[src/rtl/lbq_pkg.sv]
package lbq_pkg;
  typedef enum logic [1:0] {
    OP_CAPTURE = 2'b00,
    OP_DISCARD = 2'b01,
    OP_INVAL   = 2'b10,
    OP_NONE    = 2'b11
  } lbq_op_e;
endpackage

[src/rtl/lbq_store.sv]
// Compacted record storage: slot 0 is the oldest record, slots below
// count are live. Removal at any slot shifts every younger record down.
module lbq_store #(
  parameter int DEPTH = 8,
  parameter int AW    = 32,
  parameter int DW    = 32,
  localparam int IW   = (DEPTH > 1) ? $clog2(DEPTH) : 1,
  localparam int CW   = $clog2(DEPTH + 1)
) (
  input  logic          clk,
  input  logic          rst_n,
  input  logic          push,
  input  logic [AW-1:0] push_addr,
  input  logic [DW-1:0] push_data,
  input  logic          clear,
  input  logic          pop,
  input  logic [CW-1:0] pop_idx,
  input  logic [CW-1:0] rd_idx,
  output logic [AW-1:0] rd_addr,
  output logic [DW-1:0] rd_data,
  output logic [CW-1:0] count
);

  logic [AW-1:0] addr_q  [DEPTH];
  logic [DW-1:0] data_q  [DEPTH];
  logic [AW-1:0] addr_d  [DEPTH];
  logic [DW-1:0] data_d  [DEPTH];
  logic [AW-1:0] addr_up [DEPTH];
  logic [DW-1:0] data_up [DEPTH];

  // Source of each slot when records above it move down by one.
  for (genvar i = 0; i < DEPTH; i++) begin : g_shift_src
    if (i < DEPTH - 1) begin : g_mid
      assign addr_up[i] = addr_q[i+1];
      assign data_up[i] = data_q[i+1];
    end else begin : g_top
      assign addr_up[i] = addr_q[i];
      assign data_up[i] = data_q[i];
    end
  end

  logic room;
  assign room = (count != CW'(DEPTH));

  always_comb begin
    for (int i = 0; i < DEPTH; i++) begin
      addr_d[i] = addr_q[i];
      data_d[i] = data_q[i];
      if (pop && (CW'(i) >= pop_idx)) begin
        addr_d[i] = addr_up[i];
        data_d[i] = data_up[i];
      end else if (push && room && (count == CW'(i))) begin
        addr_d[i] = push_addr;
        data_d[i] = push_data;
      end
    end
  end

  always_ff @(posedge clk) begin
    if (!rst_n) begin
      for (int i = 0; i < DEPTH; i++) begin
        addr_q[i] <= '0;
        data_q[i] <= '0;
      end
      count <= '0;
    end else begin
      for (int i = 0; i < DEPTH; i++) begin
        addr_q[i] <= addr_d[i];
        data_q[i] <= data_d[i];
      end
      if (clear) begin
        count <= '0;
      end else if (push && room) begin
        count <= count + CW'(1);
      end else if (pop && (count != '0)) begin
        count <= count - CW'(1);
      end
    end
  end

  assign rd_addr = addr_q[IW'(rd_idx)];
  assign rd_data = data_q[IW'(rd_idx)];

endmodule

[src/rtl/lbq_scan.sv]
// Invalidate walker: visits one slot per cycle, offers a write for a
// slot in the target line and stays on that slot until the write is taken.
module lbq_scan #(
  parameter int DEPTH     = 8,
  parameter int AW        = 32,
  parameter int LINE_BITS = 5,
  localparam int CW       = $clog2(DEPTH + 1),
  localparam int TW       = AW - LINE_BITS
) (
  input  logic          clk,
  input  logic          rst_n,
  input  logic          start,
  input  logic [AW-1:0] start_addr,
  input  logic [CW-1:0] count,
  input  logic [AW-1:0] rd_addr,
  input  logic          wr_ready,
  output logic          busy,
  output logic [CW-1:0] idx,
  output logic          wr_valid,
  output logic          pop
);

  logic [TW-1:0] tag_q;
  logic          in_range;
  logic          hit;

  assign in_range = (idx < count);
  assign hit      = in_range && (rd_addr[AW-1:LINE_BITS] == tag_q);
  assign wr_valid = busy && hit;
  assign pop      = wr_valid && wr_ready;

  always_ff @(posedge clk) begin
    if (!rst_n) begin
      busy  <= 1'b0;
      idx   <= '0;
      tag_q <= '0;
    end else if (start) begin
      busy  <= 1'b1;
      idx   <= '0;
      tag_q <= start_addr[AW-1:LINE_BITS];
    end else if (busy) begin
      if (!in_range) begin
        busy <= 1'b0;
      end else if (!hit) begin
        idx <= idx + CW'(1);
      end
    end
  end

endmodule

[src/rtl/lbq_top.sv]
module lbq_top
  import lbq_pkg::*;
#(
  parameter int DEPTH     = 8,
  parameter int AW        = 32,
  parameter int DW        = 32,
  parameter int LINE_BITS = 5,
  localparam int CW       = $clog2(DEPTH + 1)
) (
  input  logic          clk,
  input  logic          rst_n,
  input  logic          cmd_valid,
  output logic          cmd_ready,
  input  logic [1:0]    cmd_op,
  input  logic [AW-1:0] cmd_addr,
  input  logic [DW-1:0] cmd_data,
  input  logic          cmd_cacheable,
  output logic          wr_valid,
  input  logic          wr_ready,
  output logic [AW-1:0] wr_addr,
  output logic [DW-1:0] wr_data,
  output logic          busy,
  output logic [CW-1:0] count,
  output logic          full,
  output logic          empty,
  output logic          overflow
);

  lbq_op_e       op;
  logic          accept;
  logic          do_capture;
  logic          do_push;
  logic          do_clear;
  logic          do_start;
  logic          do_pop;
  logic [CW-1:0] scan_idx;
  logic          overflow_q;

  assign op         = lbq_op_e'(cmd_op);
  assign cmd_ready  = !busy;
  assign accept     = cmd_valid && cmd_ready;
  assign do_capture = accept && (op == OP_CAPTURE) && cmd_cacheable;
  assign do_push    = do_capture && !full;
  assign do_clear   = accept && (op == OP_DISCARD);
  assign do_start   = accept && (op == OP_INVAL);

  assign full  = (count == CW'(DEPTH));
  assign empty = (count == '0);

  lbq_store #(
    .DEPTH(DEPTH),
    .AW   (AW),
    .DW   (DW)
  ) u_store (
    .clk      (clk),
    .rst_n    (rst_n),
    .push     (do_push),
    .push_addr(cmd_addr),
    .push_data(cmd_data),
    .clear    (do_clear),
    .pop      (do_pop),
    .pop_idx  (scan_idx),
    .rd_idx   (scan_idx),
    .rd_addr  (wr_addr),
    .rd_data  (wr_data),
    .count    (count)
  );

  lbq_scan #(
    .DEPTH    (DEPTH),
    .AW       (AW),
    .LINE_BITS(LINE_BITS)
  ) u_scan (
    .clk       (clk),
    .rst_n     (rst_n),
    .start     (do_start),
    .start_addr(cmd_addr),
    .count     (count),
    .rd_addr   (wr_addr),
    .wr_ready  (wr_ready),
    .busy      (busy),
    .idx       (scan_idx),
    .wr_valid  (wr_valid),
    .pop       (do_pop)
  );

  always_ff @(posedge clk) begin
    if (!rst_n) begin
      overflow_q <= 1'b0;
    end else begin
      overflow_q <= do_capture && full;
    end
  end

  assign overflow = overflow_q;

endmodule

[config.mk]
export PLATFORM = sky130hd
export DESIGN_NAME = lbq_top
export DESIGN_NICKNAME = d
export VERILOG_FILES = /design/src/rtl/lbq_pkg.sv /design/src/rtl/lbq_store.sv /design/src/rtl/lbq_scan.sv /design/src/rtl/lbq_top.sv
export SDC_FILE = /design/constraint.sdc
export NUM_CORES = 1
export LEC_CHECK = 0
export BUFFER_PORTS_ARGS = -buffer_cell sky130_fd_sc_hd__buf_4
export CAP_MARGIN = 40
export CORE_ASPECT_RATIO = 1.75
export CORE_UTILIZATION = 30
export DETAILED_ROUTE_END_ITERATION = 16
export PLACE_DENSITY = 0.57
export SLEW_MARGIN = 20
export SYNTH_ARGS = -nofsm -noshare
export SYNTH_HDL_FRONTEND = slang
export SYNTH_HIERARCHICAL = 1
export SYNTH_SLANG_ARGS = --single-unit
[constraint.sdc]
create_clock -name clk -period 8.18 [get_ports clk]
set_input_delay 0.409 -clock clk [delete_from_list [all_inputs] [get_ports clk]]
set_output_delay 0.409 -clock clk [all_outputs]
set_load 0.005 [all_outputs]
Word-level counts from Yosys, hierarchy flattened
Memory sizes are Yosys's and may differ from the RTL's. A register that Yosys moved wholly into a read port is not among the register bits.
Cells that the tools add are included.
Word-level totals
  logic and storage cells: 147
  bits of input ports: 71
  output and inout bits: 74
  bits in writable memories: 512
  memories kept: 2
  register bits: 37
Cells by class
  equal/unequal tests: 13
  reduce and logical (&&, ||, !) cells: 38
  bitwise gates (word level): 18
  magnitude comparators: 9
  multiplexer cells: 59
  add/subtract/negate cells: 3
Memories
  u_store.addr_q: words 8, width 32, read ports 8, clocked after Yosys merged registers in 1, wr ports 8, RTL line lbq_store.sv:24  | logic [AW-1:0] addr_q [DEPTH];
  u_store.data_q: words 8, width 32, read ports 8, clocked after Yosys merged registers in 1, wr ports 8, RTL line lbq_store.sv:25  | logic [DW-1:0] data_q [DEPTH];
Operators by type and width (count)
  $mux W32: 48
  $logic_and A1 B1 Y1: 28
  $eq A27 B27 Y1: 1
  $eq A4 B3 Y1 const B: 4
  $ge A3 B4 Y1 const A: 4
  $or A1 B1 Y1: 16
  $mux W3: 4
  $add A4 B1 Y4 const B: 2
  $eq A4 B2 Y1 const B: 2
  $ge A1 B4 Y1 const A: 2
  $ge A2 B4 Y1 const A: 2
  $mux W4: 2
  $mux W1: 5
  $eq A4 B1 Y1 const B: 1
  $eq A4 B4 Y1 const B: 1
  $logic_not A4 Y1: 1
  $lt A4 B4 Y1: 1
  $ne A4 B4 Y1 const B: 1
  $reduce_bool A4 Y1: 1
  $reduce_or A2 Y1: 2
  $sub A4 B1 Y4 const B: 1
  $reduce_and A3 Y1: 1
  $eq A2 B1 Y1 const B: 1
  $eq A2 B2 Y1 const B: 1
  other kinds (6): 8

Longest topological paths before layout
Gate-level depths: netlist of the first run.
  depth after elaboration: 10
  depth in mapped cells: 18
  mapped depth without buffers: 12

Hierarchy
The synthesis of the first run kept the hierarchy.
By module, submodules not included
  lbq_store: area each 27856.7 um^2, times used 1, seq. area each 10970.5 um^2, cells each 2619
  lbq_scan: area each 1657.8 um^2, times used 1, seq. area each 640.6 um^2, cells each 160
  lbq_top: area each 102.6 um^2, times used 1, seq. area each 20.0 um^2, cells each 12

Worst setup path before layout of the first run
No wires, ideal clock.
  path type: register to register
  start point: reg u_scan.idx[1]
  end point: mem u_store.addr_q[0][0], enable pin
  period minus slack after synthesis: 6.109 ns
  stages on the path, launching flop included: 18
  data arrival time: 5.674 ns
  library setup time: 0.435 ns
  path slack: 2.071 ns
  path through: dfxtp_1 > buf_2 > clkbuf_1 > buf_2 > mux4_2 > mux2_2 > xnor2_1 > nand4_1 > nor4_4 > nand3_1 > nor2_1 > and2_1 > or3b_1 > buf_2 > or3_1 > buf_6 > buf_6 > nand3b_1
RTL lines
  start: declaration: RTL line lbq_scan.sv:18  | output logic [CW-1:0] idx,
  start signal: assignment: RTL line lbq_scan.sv:45  | idx <= idx + CW'(1);
  end: declaration: RTL line lbq_store.sv:24

==> qor.tcl, run 1 <==
set qor(status) {finished, final reports clean}
set qor(ctsHtreeMaxLevel) 2
set qor(finalInstanceArea_mm2) 0.0334
set qor(synth_top_cells_by_area) {dfxtp_1, mux2i_1, o211a_1, mux4_2, nand2_1}
set qor(rows) 152
set qor(count_of_non_filler_cells_in_the_finished_layout) 4083
set qor(postSynthNetCount) 2870
set qor(placedInstanceArea_mm2) 0.0316
set qor(required_ns) 8.42
set qor(total_area_of_sequential_cells_mm2) 0.0116
set qor(clock_sink_count) 549
set qor(path_class) {flip-flop to flip-flop}
set qor(reg2reg_depth) 14
set qor(synthesis.area_per_instance_um2) 10.6
set qor(globalRoute.totalOverflow) 0
set qor(synth-async-reset-ratio_pct) 0
set qor(post_route_cells_drive_above_1_share_pct) 19.9
set qor(route.vias.total) 21700
set qor(rsz_0062_raised_after_global_routing) {no}
set qor(placed_cells_incl_taps) 3981
set qor(post-cts-setup-buffers) 0
set qor(coreArea_mm2) 0.0979
set qor(avgRoutedWirePerCell_um) 22.2
set qor(arrival_ns) 6.26
set qor(hold_viol_final) 0
set qor(tritoncts) {built}
set qor(maxClockFrequency_mhz) 166
set qor(fin_crit_ns) 6.03
set qor(area_growth_from_synthesis_to_final_layout_pct) 12.7
set qor(gp_congestion) 0.767
set qor(startpoint_of_the_tightest_hold_check_path) {cmd_addr[0]}
set qor(crit_path_end_kind) {flip-flop}
set qor(final-max-slew-violation-count) 0
set qor(r2r-start) {u_scan/idx[0]$_SDFFE_PP0P_}
set qor(drc) 0
set qor(fin_crit_sh_pct) 73.7
set qor(min_path_cells) 3
set qor(cp_cell_sequence) {buf_12 -> buf_4 -> mux4_2 -> mux2_2 -> xnor2_1 -> nand4_1 -> nor2_2 -> nand3_1 -> nor2_1 -> and2_1 -> or3b_4 -> or3_4 -> nand3b_1 -> buf_4}
set qor(path_class_of_the_lowest_slack_min_delay_path) {primary input to flip-flop}
set qor(cts.reportedPaths.clkPinSlew_ns) 0.07
set qor(crit_top_cell) {buf_4}
set qor(cts_hold_buf) 0
set qor(boundaryPins) 145
set qor(reg2reg_to) {u_store/data_q[0][30]$_SDFFCE_PN0P_}
set qor(max_slew.worst_pin.slew_ns) 0.904
set qor(fin_tns_setup_ns) 0
set qor(detailedPlace.worstSlack_ns) 1.80
set qor(vias_per_cell) 5.31
set qor(number_of_enable_flip_flop_cells_after_synthesis) 64
set qor(filler_cell_count) 9726
set qor(finClkSkew_ns) 0.0259
set qor(leakage_uw) 0.0173
set qor(die_height_um) 418
set qor(finalHoldWorstSlack_ns) 0.0794
set qor(postSynth.topFlopCell) {dfxtp_1}
set qor(setup_slack_ns) 2.15
set qor(start_util_pct) 30.2
set qor(cts_resized) 0
set qor(reg2reg_slack_ns) 2.15
set qor(antenna_found_initial) 6
set qor(grt_max_degree) 139
set qor(path_max_fanout) 37
set qor(synth_seq_cells) 549
set qor(die_area_mm2) 0.100
set qor(holdPathEnd) {u_store/addr_q[7][0]$_SDFFE_PN0P_}
set qor(setup_viol) 0
set qor(wirelength_mm) 90.6
set qor(clk_root_buffer_cell) {clkbuf_16}
set qor(synthesis.yosys.warnings) 6
set qor(dpl_hpwl_mm) 55.4
set qor(inserted_clock_buffers) 53
set qor(final_nets) 2809
set qor(netlist.top_cell.by_area) {dfxtp_1}
set qor(crit_path_max_incr_delay_ns) 0.67
set qor(vdd_ir_drop_max_uv) 130
set qor(critical-path-slowest-cell) {or3b_4}
set qor(clock_latency_ns) 0.62
set qor(count_of_routing_violations_after_the_opening_detailed_route_iteration) 1370
set qor(synth_cells) 2791
set qor(grt_usage_pct) 17.9
set qor(area_occupied_by_multi_input_gates_mm2) 0.0165
set qor(portBuffers) 144
set qor(cts-root-to-sink-buffers) 3
set qor(worstSetupStartpointType) {flip-flop}
set qor(width_of_the_die_um) 240
set qor(detail_route.first_pass.iterations) 7
set qor(max-cap-violations) 0
set qor(power_per_cell_area_mw_per_mm2) 167
set qor(wire_length_of_the_first_global_routing_pass_mm) 137
set qor(max_slew_margin_pct) 39.7
set qor(yosysSeqAreaShare_pct) 39.3
set qor(grt_pass1_vias) 21400
set qor(synth.top_cell.area_share_pct) 32.8
set qor(post_synth_num_cell_types) 58
set qor(postRouteAntennaNets) 0
set qor(synthesis.area_mm2) 0.0296
-- metrics by stage --
step | util [%] | total power [uW]
4_1_cts | 34.0 | 5660
6_report | 34.1 | 5580
5_1_grt | 34.1 | 5760
3_5_place_dp | 32.2 | 3110
2_1_floorplan | - | 2980
3_3_place_gp | 32.0 | 3110
-- cells by family (layout without fill, tap and decap cells) --
| group | Yosys count | count (layout) | share of synthesized area, % |
|---|---|---|---|
| DFF | 549 | 549 | 39.3 |
| muxes | 605 | 605 | 26.1 |
| buffers and inverters | 338 | 320 | 5.37 |
| xor gates and xnor gates | 29 | 29 | 0.858 |
| AOI/OAI and AO/OA | 531 | 531 | 16.7 |
| and+or+nand+nor | 731 | 731 | 11.3 |
| adders and majority gates | 8 | 8 | 0.338 |
| other | 0 | 1 | 0 |
-- synth_stat cells, types with 2 or more instances --
master / number
mux4_2: 128
a21oi_2: 2
buf_1: 20
nand2_1: 587
nand3_1: 19
nand4_1: 6
a21o_1: 2
mux2_2: 64
mux2i_1: 413
nor3_4: 2
clkbuf_1: 184
a21boi_0: 50
nor2_1: 6
nand2b_1: 2
nor3_1: 2
xnor2_1: 26
a21oi_1: 3
nand3b_1: 3
o21ai_0: 3
nor4bb_1: 3
xor2_1: 3
buf_2: 91
edfxtp_1: 64
nand3_2: 49
nor2b_1: 29
o211a_1: 384
ha_1: 8
nor3b_1: 2
buf_4: 7
buf_6: 24
dfxtp_1: 485
inv_1: 12
nand4b_1: 4
a21boi_1: 80
-- worst max-delay path: cells and delay by family (launching register included) --
kind	cells	cell delay [ns]
and+or+nand+nor	8	2.43
buffers and inverters	3	1.40
muxes	2	0.89
DFF	1	0.55
xor gates and xnor gates	1	0.26
-- flip-flops by register name, summed over array words and instances, names as in the netlist --
name / flops
u_store/addr_q: 256
u_scan/idx: 4
u_store/data_q: 256
u_scan/tag_q: 27
overflow: 1
u_store/count: 4
u_scan/busy: 1
-- area by class of cell --
cell class	instances	share of cell area, %
multi-input cells	1904	49.5
flip-flops and latches	549	34.9
repair buffers	210	5.42
well taps	1309	4.91
clock buffers	75	4.46
clock inverters	23	0.705
inverters	12	0.135
diodes	1	0.00750
-- cell usage in the layout (no fill, tap or decap), types with 11 or more instances in the layout --
| cell | synthesis | routed |
|---|---|---|
| edfxtp_1 | 64 | 64 |
| clkbuf_16 | 0 | 53 |
| clkbuf_1 | 184 | 14 |
| xnor2_1 | 26 | 26 |
| inv_1 | 12 | 12 |
| nor2b_1 | 29 | 29 |
| o211a_1 | 384 | 384 |
| dfxtp_1 | 485 | 482 |
| buf_12 | 0 | 11 |
| nand2_1 | 587 | 584 |
| mux2_2 | 64 | 64 |
| a21boi_1 | 80 | 80 |
| nand3_1 | 19 | 19 |
| nand3_2 | 49 | 49 |
| mux4_2 | 128 | 128 |
| a21boi_0 | 50 | 50 |
| buf_4 | 7 | 193 |
| mux2i_1 | 413 | 413 |
-- power breakdown --
group	total (uW)	internal [uW]	switching [uW]
sequential	2750	2740	9.73
combinational	291	118	173
clock	2540	1420	1120
-- how the worst max path moves through the flow --
stage | end | startpoint | slack (ns) | cells after the start
after global routing | u_store/data_q[0][30]$_SDFFCE_PN0P_ | u_scan/idx[0]$_SDFFE_PP0P_ | 1.84 | 14
final | u_store/data_q[0][30]$_SDFFCE_PN0P_ | u_scan/idx[0]$_SDFFE_PP0P_ | 2.15 | 14
after detailed placement | u_store/addr_q[0][1]$_SDFFCE_PN0P_ | u_scan/idx[0]$_SDFFE_PP0P_ | 1.80 | 14
after floorplan | u_store/addr_q[0][0]$_SDFFCE_PN0P_ | u_scan/idx[1]$_SDFFE_PP0P_ | 2.07 | 17
after CTS | u_store/data_q[0][28]$_SDFFCE_PN0P_ | u_scan/idx[0]$_SDFFE_PP0P_ | 1.80 | 13
after global placement | u_store/addr_q[0][2]$_SDFFCE_PN0P_ | u_scan/idx[0]$_SDFFE_PP0P_ | 1.86 | 13
-- per-layer routing --
layer  share of wire (%)  vias up  wire length [um]  track usage (%)
met5               0.043        -                39                0
met4                 3.3        6              2970             6.33
li1                    -    10000                 -                -
met1                  42    11000             38000             21.8
met3                 4.3      147              3850             2.40
met2                  50      492             45700             31.7
(Power assumes the default switching activity.)
==> run 2: changes to the inputs <==
--- a/config.mk
+++ b/config.mk
@@ -10,7 +10,7 @@
 export CORE_ASPECT_RATIO = 1.75
 export CORE_UTILIZATION = 30
 export DETAILED_ROUTE_END_ITERATION = 16
-export PLACE_DENSITY = 0.57
+export PLACE_DENSITY = 0.58
 export SLEW_MARGIN = 20
 export SYNTH_ARGS = -nofsm -noshare
 export SYNTH_HDL_FRONTEND = slang
==> constraint.sdc (replaced) <==
create_clock -name clk -period 5.2 [get_ports clk]
set_input_delay 0.26 -clock clk [delete_from_list [all_inputs] [get_ports clk]]
set_output_delay 0.26 -clock clk [all_outputs]
set_load 0.005 [all_outputs]
==> run 2 against run 1 <==
  * Flip-flop and latch count unchanged
  * Clock skew decreased by 0.0042 ns
  * Sequential share of layout area decreased by 0.81 points
  * Count of clock-buffer cells in the layout unchanged
  * Worst hold slack got worse by 0.0044 ns
  * Largest power group unchanged
==> qor.tcl, run 2 (synthesis results as in run 1) <==
set qor(status) {finished, final reports clean}
set qor(postRouteAntennaNets) 0 ;# unchanged
set qor(tritoncts) {built}
set qor(ctsHtreeMaxLevel) 2 ;# unchanged
set qor(required_ns) 5.69 ;# -2.73 ns
set qor(clock_sink_count) 549 ;# unchanged
set qor(max_slew_margin_pct) 19.5 ;# -20 points
set qor(width_of_the_die_um) 240 ;# unchanged
set qor(vdd_ir_drop_max_uv) 245 ;# +88%
set qor(largest_registers) {u_store/addr_q x256, u_store/data_q x256, u_scan/tag_q x27}
set qor(rsz_0062_raised_after_global_routing) {no}
set qor(maxClockFrequency_mhz) 211 ;# +27%
set qor(count_of_routing_violations_after_the_opening_detailed_route_iteration) 1333 ;# -2.7%
set qor(die_area_mm2) 0.100 ;# unchanged
set qor(die_height_um) 418 ;# unchanged
set qor(finClkSkew_ns) 0.0217 ;# -0.00423 ns
set qor(cts-root-to-sink-buffers) 3 ;# unchanged
set qor(min_path_cells) 3 ;# unchanged
set qor(grt_usage_pct) 17.5 ;# -0.38 points
set qor(wire_length_of_the_first_global_routing_pass_mm) 136 ;# -1.3%
set qor(power_per_cell_area_mw_per_mm2) 257 ;# +54%
set qor(detail_route.first_pass.iterations) 6 ;# -1
set qor(start_util_pct) 30.2 ;# unchanged
set qor(rows) 152 ;# unchanged
set qor(arrival_ns) 5.21 ;# -1.05 ns
set qor(detailedPlace.worstSlack_ns) 0.425 ;# -1.38 ns
set qor(total_area_of_sequential_cells_mm2) 0.0116 ;# unchanged
set qor(path_class_of_the_lowest_slack_min_delay_path) {primary input to flip-flop}
set qor(finish.utilization_pct) 34.9 ;# +0.81 points
set qor(mostFrequentLayoutCell) {nand2_1}
set qor(boundaryPins) 145 ;# unchanged
set qor(crit_top_cell) {buf_4}
set qor(coreArea_mm2) 0.0979 ;# unchanged
set qor(crit_path_max_incr_delay_ns) 0.54 ;# -0.13 ns
set qor(antenna_found_initial) 4 ;# -2
set qor(area_occupied_by_multi_input_gates_mm2) 0.0165 ;# +0.14%
set qor(crit_path_end_kind) {flip-flop}
set qor(worstSetupStartpointType) {flip-flop}
set qor(setup_slack_ns) 0.470 ;# -1.68 ns
set qor(critical-path-slowest-cell) {mux4_2}
set qor(cts_resized) 0 ;# unchanged
set qor(leakage_uw) 0.0177 ;# +2.0%
set qor(path_max_fanout) 48 ;# +30%
set qor(placedInstanceArea_mm2) 0.0318 ;# +0.54%
set qor(max_slew.worst_pin.slew_ns) 1.21 ;# +0.303 ns
set qor(hold_viol_final) 0 ;# unchanged
set qor(grt_pass1_vias) 21900 ;# +2.2%
set qor(area_growth_from_synthesis_to_final_layout_pct) 15.3
set qor(drc) 0 ;# unchanged
set qor(antenna_cells_inserted) 0 ;# -1
set qor(grt_max_degree) 232 ;# +67%
set qor(fin_tns_setup_ns) 0 ;# unchanged
set qor(max-cap-violations) 0 ;# unchanged
set qor(final-max-slew-violation-count) 0 ;# unchanged
set qor(setup_viol) 0 ;# unchanged
set qor(inserted_clock_buffers) 52 ;# -1.9%
set qor(clock_latency_ns) 0.61 ;# about the same
set qor(total_power_uw) 8780 ;# +57%
set qor(portBuffers) 144 ;# unchanged
set qor(avgRoutedWirePerCell_um) 21.2 ;# -4.4%
set qor(vias_per_cell) 5.22 ;# -1.7%
set qor(path_class) {flip-flop to flip-flop}
set qor(fin_crit_ns) 4.73 ;# -1.30 ns
set qor(finalInstanceArea_mm2) 0.0342 ;# +2.4%
set qor(fin_crit_sh_pct) 91.0 ;# +17 points
set qor(cp_cell_sequence) {buf_12 -> buf_4 -> mux4_2 -> mux2_2 -> xnor2_1 -> buf_4 -> nand4_1 -> nor2_2 -> nand3_1 -> nor2_2 -> and2_4 -> or3b_4 -> buf_4 -> a21o_4 -> buf_4 -> o211a_1}
set qor(reg2reg_depth) 16 ;# +2
set qor(filler_cell_count) 9755 ;# +0.30%
set qor(post_route_cells_drive_above_1_share_pct) 20.0 ;# about the same
set qor(cts.reportedPaths.clkPinSlew_ns) 0.07 ;# about the same
set qor(dpl_hpwl_mm) 51.2 ;# -7.5%
set qor(layout_common_cells) {nand2_1, dfxtp_1, mux2i_1, o211a_1, buf_4}
set qor(final_nets) 2873 ;# +2.3%
set qor(wirelength_mm) 88.0 ;# -2.9%
set qor(topRoutingLayerUsed) {met5}
set qor(gp_congestion) 0.732 ;# -4.6%
set qor(met3WireLength_mm) 3.01 ;# -22%
set qor(route.vias.total) 21600 ;# -0.19%
set qor(met2RoutedLength_mm) 45.0 ;# -1.6%
set qor(globalRoute.totalOverflow) 0 ;# unchanged
set qor(clk_root_buffer_cell) {clkbuf_16}
set qor(routedLengthMet1_mm) 37.3 ;# -1.8%
==> run 2: changes by cell type in the layout (fill, tap and decap cells not counted), sizes merged <==
cell | previous run | this run
inv | 14 | 15
bufinv | 5 | 3
diode | 1 | 0
dlygate4sd3 | 0 | 65
==> run 2: what timing repair did <==
action	4_1_cts	5_1_grt
setup endpoints to repair	0	0
hold endpoints to repair	75	0
buffers inserted	0	0
hold buffers	65	0
==> run 2: cell type report <==
type,count,area share (%)
timing repair buffer,275,7.53
multi-input combinational,1904,48.4
clock buffer,75,4.51
tap,1309,4.79
inverter,12,0.132
clock inverter,22,0.564
sequential,549,34.1
==> run 2: worst max-delay path, delay by kind of cell (launching register included) <==
family / cells / cell delay, ns
xor+xnor: 1 / 0.16
flops: 1 / 0.39
simple gates: 6 / 1.23
mux: 2 / 0.87
compound gates: 2 / 0.55
buf+inv: 5 / 1.33
==> run 2: through the flow <==
stage	hold WS, ns	std cells
final	0.0750	4146
after global routing	0.0755	4146
after CTS	0.0522	4145
after detailed placement	0.462	3983
after global placement	0.461	3983
after floorplan	0.430	2791
==> run 2: worst paths after layout <==
| kind | start | end | slack (ns) |
|---|---|---|---|
| max | u_scan/idx[0]$_SDFFE_PP0P_ | u_store/data_q[2][23]$_SDFFE_PN0P_ | 0.47 |
| min reg2reg | u_store/data_q[7][28]$_SDFFE_PN0P_ | u_store/data_q[7][28]$_SDFFE_PN0P_ | 0.47 |
| max reg2reg | u_scan/idx[0]$_SDFFE_PP0P_ | u_store/data_q[2][23]$_SDFFE_PN0P_ | 0.47 |
| min | cmd_cacheable | overflow$_SDFF_PN0_ | 0.07 |
==> run 2: report_power, final <==
part,switching (uW),internal [uW]
registers,14.5,4310
clock network,1740,2210
logic,284,221
total,2040,6740
==> run 2: layer usage <==
layer,GRT usage [%],up-vias
met2,31.6,418
met1,21.5,10900
met4,5.40,8
met5,0,-
met3,1.91,139
li1,-,10100
==> run 3: changes to the inputs <==
--- a/config.mk
+++ b/config.mk
@@ -11,6 +11,7 @@
 export CORE_UTILIZATION = 30
 export DETAILED_ROUTE_END_ITERATION = 16
 export PLACE_DENSITY = 0.58
+export REMOVE_ABC_BUFFERS = 1
 export SLEW_MARGIN = 20
 export SYNTH_ARGS = -nofsm -noshare
 export SYNTH_HDL_FRONTEND = slang
==> run 3 against run 2 <==
  * Critical path type unchanged
  * Clock power down 2%
  * Clock skew down 0.0053 ns
  * Combinational power down 2%
  * Design area down 0.11%
  * Critical path depth down 1
==> qor.tcl, run 3 (synthesis results as in run 1) <==
set qor(status) {finished, final reports clean}
set qor(portBuffers) 144 ;# unchanged
set qor(ctsHtreeMaxLevel) 2 ;# unchanged
set qor(postRouteAntennaNets) 0 ;# unchanged
set qor(path_max_fanout) 51 ;# +6.3%
set qor(area_growth_from_synthesis_to_final_layout_pct) 15.2
set qor(placedInstanceArea_mm2) 0.0317 ;# about the same
set qor(finalInstanceArea_mm2) 0.0341 ;# -0.11%
set qor(cp_cell_sequence) {buf_12 -> mux4_2 -> mux2_2 -> xnor2_1 -> nand4_1 -> nor4_4 -> nand3_1 -> nor2_1 -> and2_1 -> or3b_4 -> buf_4 -> nor3_4 -> buf_12 -> nand2_1 -> a21boi_0}
set qor(cts.reportedPaths.clkPinSlew_ns) 0.06 ;# about the same
set qor(max_slew.worst_pin.slew_ns) 0.858 ;# -0.349 ns
set qor(fin_crit_sh_pct) 92.9 ;# +2.0 points
set qor(die_height_um) 418 ;# unchanged
set qor(path_class_of_the_lowest_slack_min_delay_path) {primary input to flip-flop}
set qor(globalRoute.totalOverflow) 0 ;# unchanged
set qor(clock_latency_ns) 0.60 ;# about the same
set qor(topRoutingLayerUsed) {met5}
set qor(finish.utilization_pct) 34.8 ;# -0.037 points
set qor(share_comb_of_total_power_pct) 5.7 ;# about the same
set qor(arrival_ns) 5.27 ;# +0.06 ns
set qor(routedLengthMet1_mm) 36.6 ;# -2.0%
set qor(rsz_0062_raised_after_global_routing) {no}
set qor(crit_path_end_kind) {flip-flop}
set qor(setup_viol) 0 ;# unchanged
set qor(wire_length_of_the_first_global_routing_pass_mm) 136 ;# about the same
set qor(power.clock.fraction_pct) 44.6 ;# -0.4 points
set qor(clock_sink_count) 549 ;# unchanged
set qor(crit_top_cell) {buf_12}
set qor(boundaryPins) 145 ;# unchanged
set qor(met3WireLength_mm) 3.14 ;# +4.3%
set qor(area_occupied_by_multi_input_gates_mm2) 0.0165 ;# -0.14%
set qor(die_area_mm2) 0.100 ;# unchanged
set qor(power.sequential.fraction_pct) 49.7 ;# +0.4 points
set qor(path_class) {flip-flop to flip-flop}
set qor(hold_viol_final) 0 ;# unchanged
set qor(max_slew_margin_pct) 42.8 ;# +23 points
set qor(width_of_the_die_um) 240 ;# unchanged
set qor(rows) 152 ;# unchanged
set qor(avgRoutedWirePerCell_um) 21.3 ;# +0.27%
set qor(final_nets) 2874 ;# +0.035%
set qor(power_per_cell_area_mw_per_mm2) 255 ;# -0.81%
set qor(route.vias.total) 21800 ;# +0.75%
set qor(required_ns) 5.63 ;# -0.06 ns
set qor(fin_crit_ns) 4.83 ;# +0.103 ns
set qor(final-max-slew-violation-count) 0 ;# unchanged
set qor(switching_power_uw) 2020 ;# -1.1%
set qor(layout_common_cells) {nand2_1, dfxtp_1, mux2i_1, o211a_1, buf_4}
set qor(grt_usage_pct) 17.4 ;# -0.055 points
set qor(start_util_pct) 30.2 ;# unchanged
set qor(grt_max_degree) 175 ;# -25%
set qor(critical-path-slowest-cell) {dfxtp_4}
set qor(finClkSkew_ns) 0.0163 ;# -0.00534 ns
set qor(drc) 0 ;# unchanged
set qor(grt_pass1_vias) 22100 ;# +0.70%
set qor(dpl_hpwl_mm) 51.1 ;# -0.18%
set qor(vdd_ir_drop_max_uv) 201 ;# -18%
set qor(net_switching_fraction_of_the_power_pct) 23.2 ;# -0.054 points
set qor(post_route_cells_drive_above_1_share_pct) 19.6 ;# -0.37 points
set qor(filler_cell_count) 9716 ;# -0.40%
set qor(tritoncts) {built}
set qor(leakage_uw) 0.0177 ;# -0.25%
set qor(worstSetupStartpointType) {flip-flop}
set qor(coreArea_mm2) 0.0979 ;# unchanged
set qor(largest_registers) {u_store/addr_q x256, u_store/data_q x256, u_scan/tag_q x27}
set qor(max-cap-violations) 0 ;# unchanged
set qor(maxClockFrequency_mhz) 207 ;# -2.1%
set qor(inserted_clock_buffers) 52 ;# unchanged
set qor(power_report.internal_total_uw) 6690 ;# -0.84%
set qor(met2RoutedLength_mm) 45.7 ;# +1.6%
set qor(crit_path_max_incr_delay_ns) 0.60 ;# +0.06 ns
set qor(antenna_found_initial) 5 ;# +1
set qor(gp_congestion) 0.754 ;# +3.0%
set qor(cts-root-to-sink-buffers) 3 ;# unchanged
set qor(clk_root_buffer_cell) {clkbuf_16}
set qor(wirelength_mm) 88.2 ;# +0.24%
set qor(total_area_of_sequential_cells_mm2) 0.0116 ;# unchanged
set qor(mostFrequentLayoutCell) {nand2_1}
set qor(count_of_routing_violations_after_the_opening_detailed_route_iteration) 1337 ;# +0.30%
set qor(vias_per_cell) 5.26 ;# +0.77%
set qor(detail_route.first_pass.iterations) 5 ;# -1
## run 3: area by class of cell
class | count | share of cell area, %
antenna | 1 | 0.00733
clock buffer | 82 | 4.57
clock inverter | 12 | 0.352
inverter | 12 | 0.132
multi-input combinational | 1904 | 48.4
sequential | 549 | 34.1
tap | 1309 | 4.80
timing repair buffer | 276 | 7.66
## run 3: layer usage
metal | vias up | GRT usage, %
li1 | 10200 | -
met1 | 11000 | 20.9
met2 | 439 | 31.9
met3 | 137 | 1.81
met4 | 8 | 6.07
met5 | - | 0
## run 3: what timing repair did
action / CTS / global route
hold buffers: 65 / 0
endpoints found under the hold margin: 68 / 0
gates resized for setup: 0 / 0
endpoints found under the setup margin: 0 / 133
setup buffers: 0 / 1
## run 3: power by group through the flow
| stage | clock network (uW) | registers [uW] | logic, uW |
|---|---|---|---|
| 2_1_floorplan | 0 | 4420 | 165 |
| 3_3_place_gp | 0 | 4420 | 456 |
| 3_5_place_dp | 0 | 4420 | 456 |
| 4_1_cts | 3990 | 4330 | 502 |
| 5_1_grt | 4140 | 4330 | 529 |
| 6_report | 3880 | 4330 | 493 |
## run 3: critical path, delay by kind of cell, from the launching register on
family                    cells  cell delay (ns)
and+or+nand+nor               8             1.77
AOI/OAI and AO/OA             1             0.16
DFF                           1             0.60
buffers and inverters         3             0.94
muxes                         2             0.84
xor gates and xnor gates      1             0.30
## run 3: final timing paths
path	slack [ns]	startpoint	cells after the start	end
worst min-delay path	0.1	cmd_cacheable	3	overflow$_SDFF_PN0_
worst min register to register	0.47	u_store/addr_q[7][15]$_SDFFE_PN0P_	2	u_store/addr_q[7][15]$_SDFFE_PN0P_
worst max-delay path	0.37	u_scan/idx[0]$_SDFFE_PP0P_	15	u_store/addr_q[0][31]$_SDFFCE_PN0P_
worst max register to register	0.37	u_scan/idx[0]$_SDFFE_PP0P_	15	u_store/addr_q[0][31]$_SDFFCE_PN0P_
## run 3: stage by stage
step           total power (uW)  instances  setup TNS [ns]  setup WS, ns  hold WS (ns)
6_report                   8700       4145               0         0.367        0.0982
5_1_grt                    9000       4145               0        0.0545         0.144
4_1_cts                    8820       4141               0         0.171        0.0693
3_5_place_dp               4880       3982               0         0.196         0.461
3_3_place_gp               4880       3980               0         0.230         0.458
2_1_floorplan              4590       2465        -3423.78         -8.28         0.388
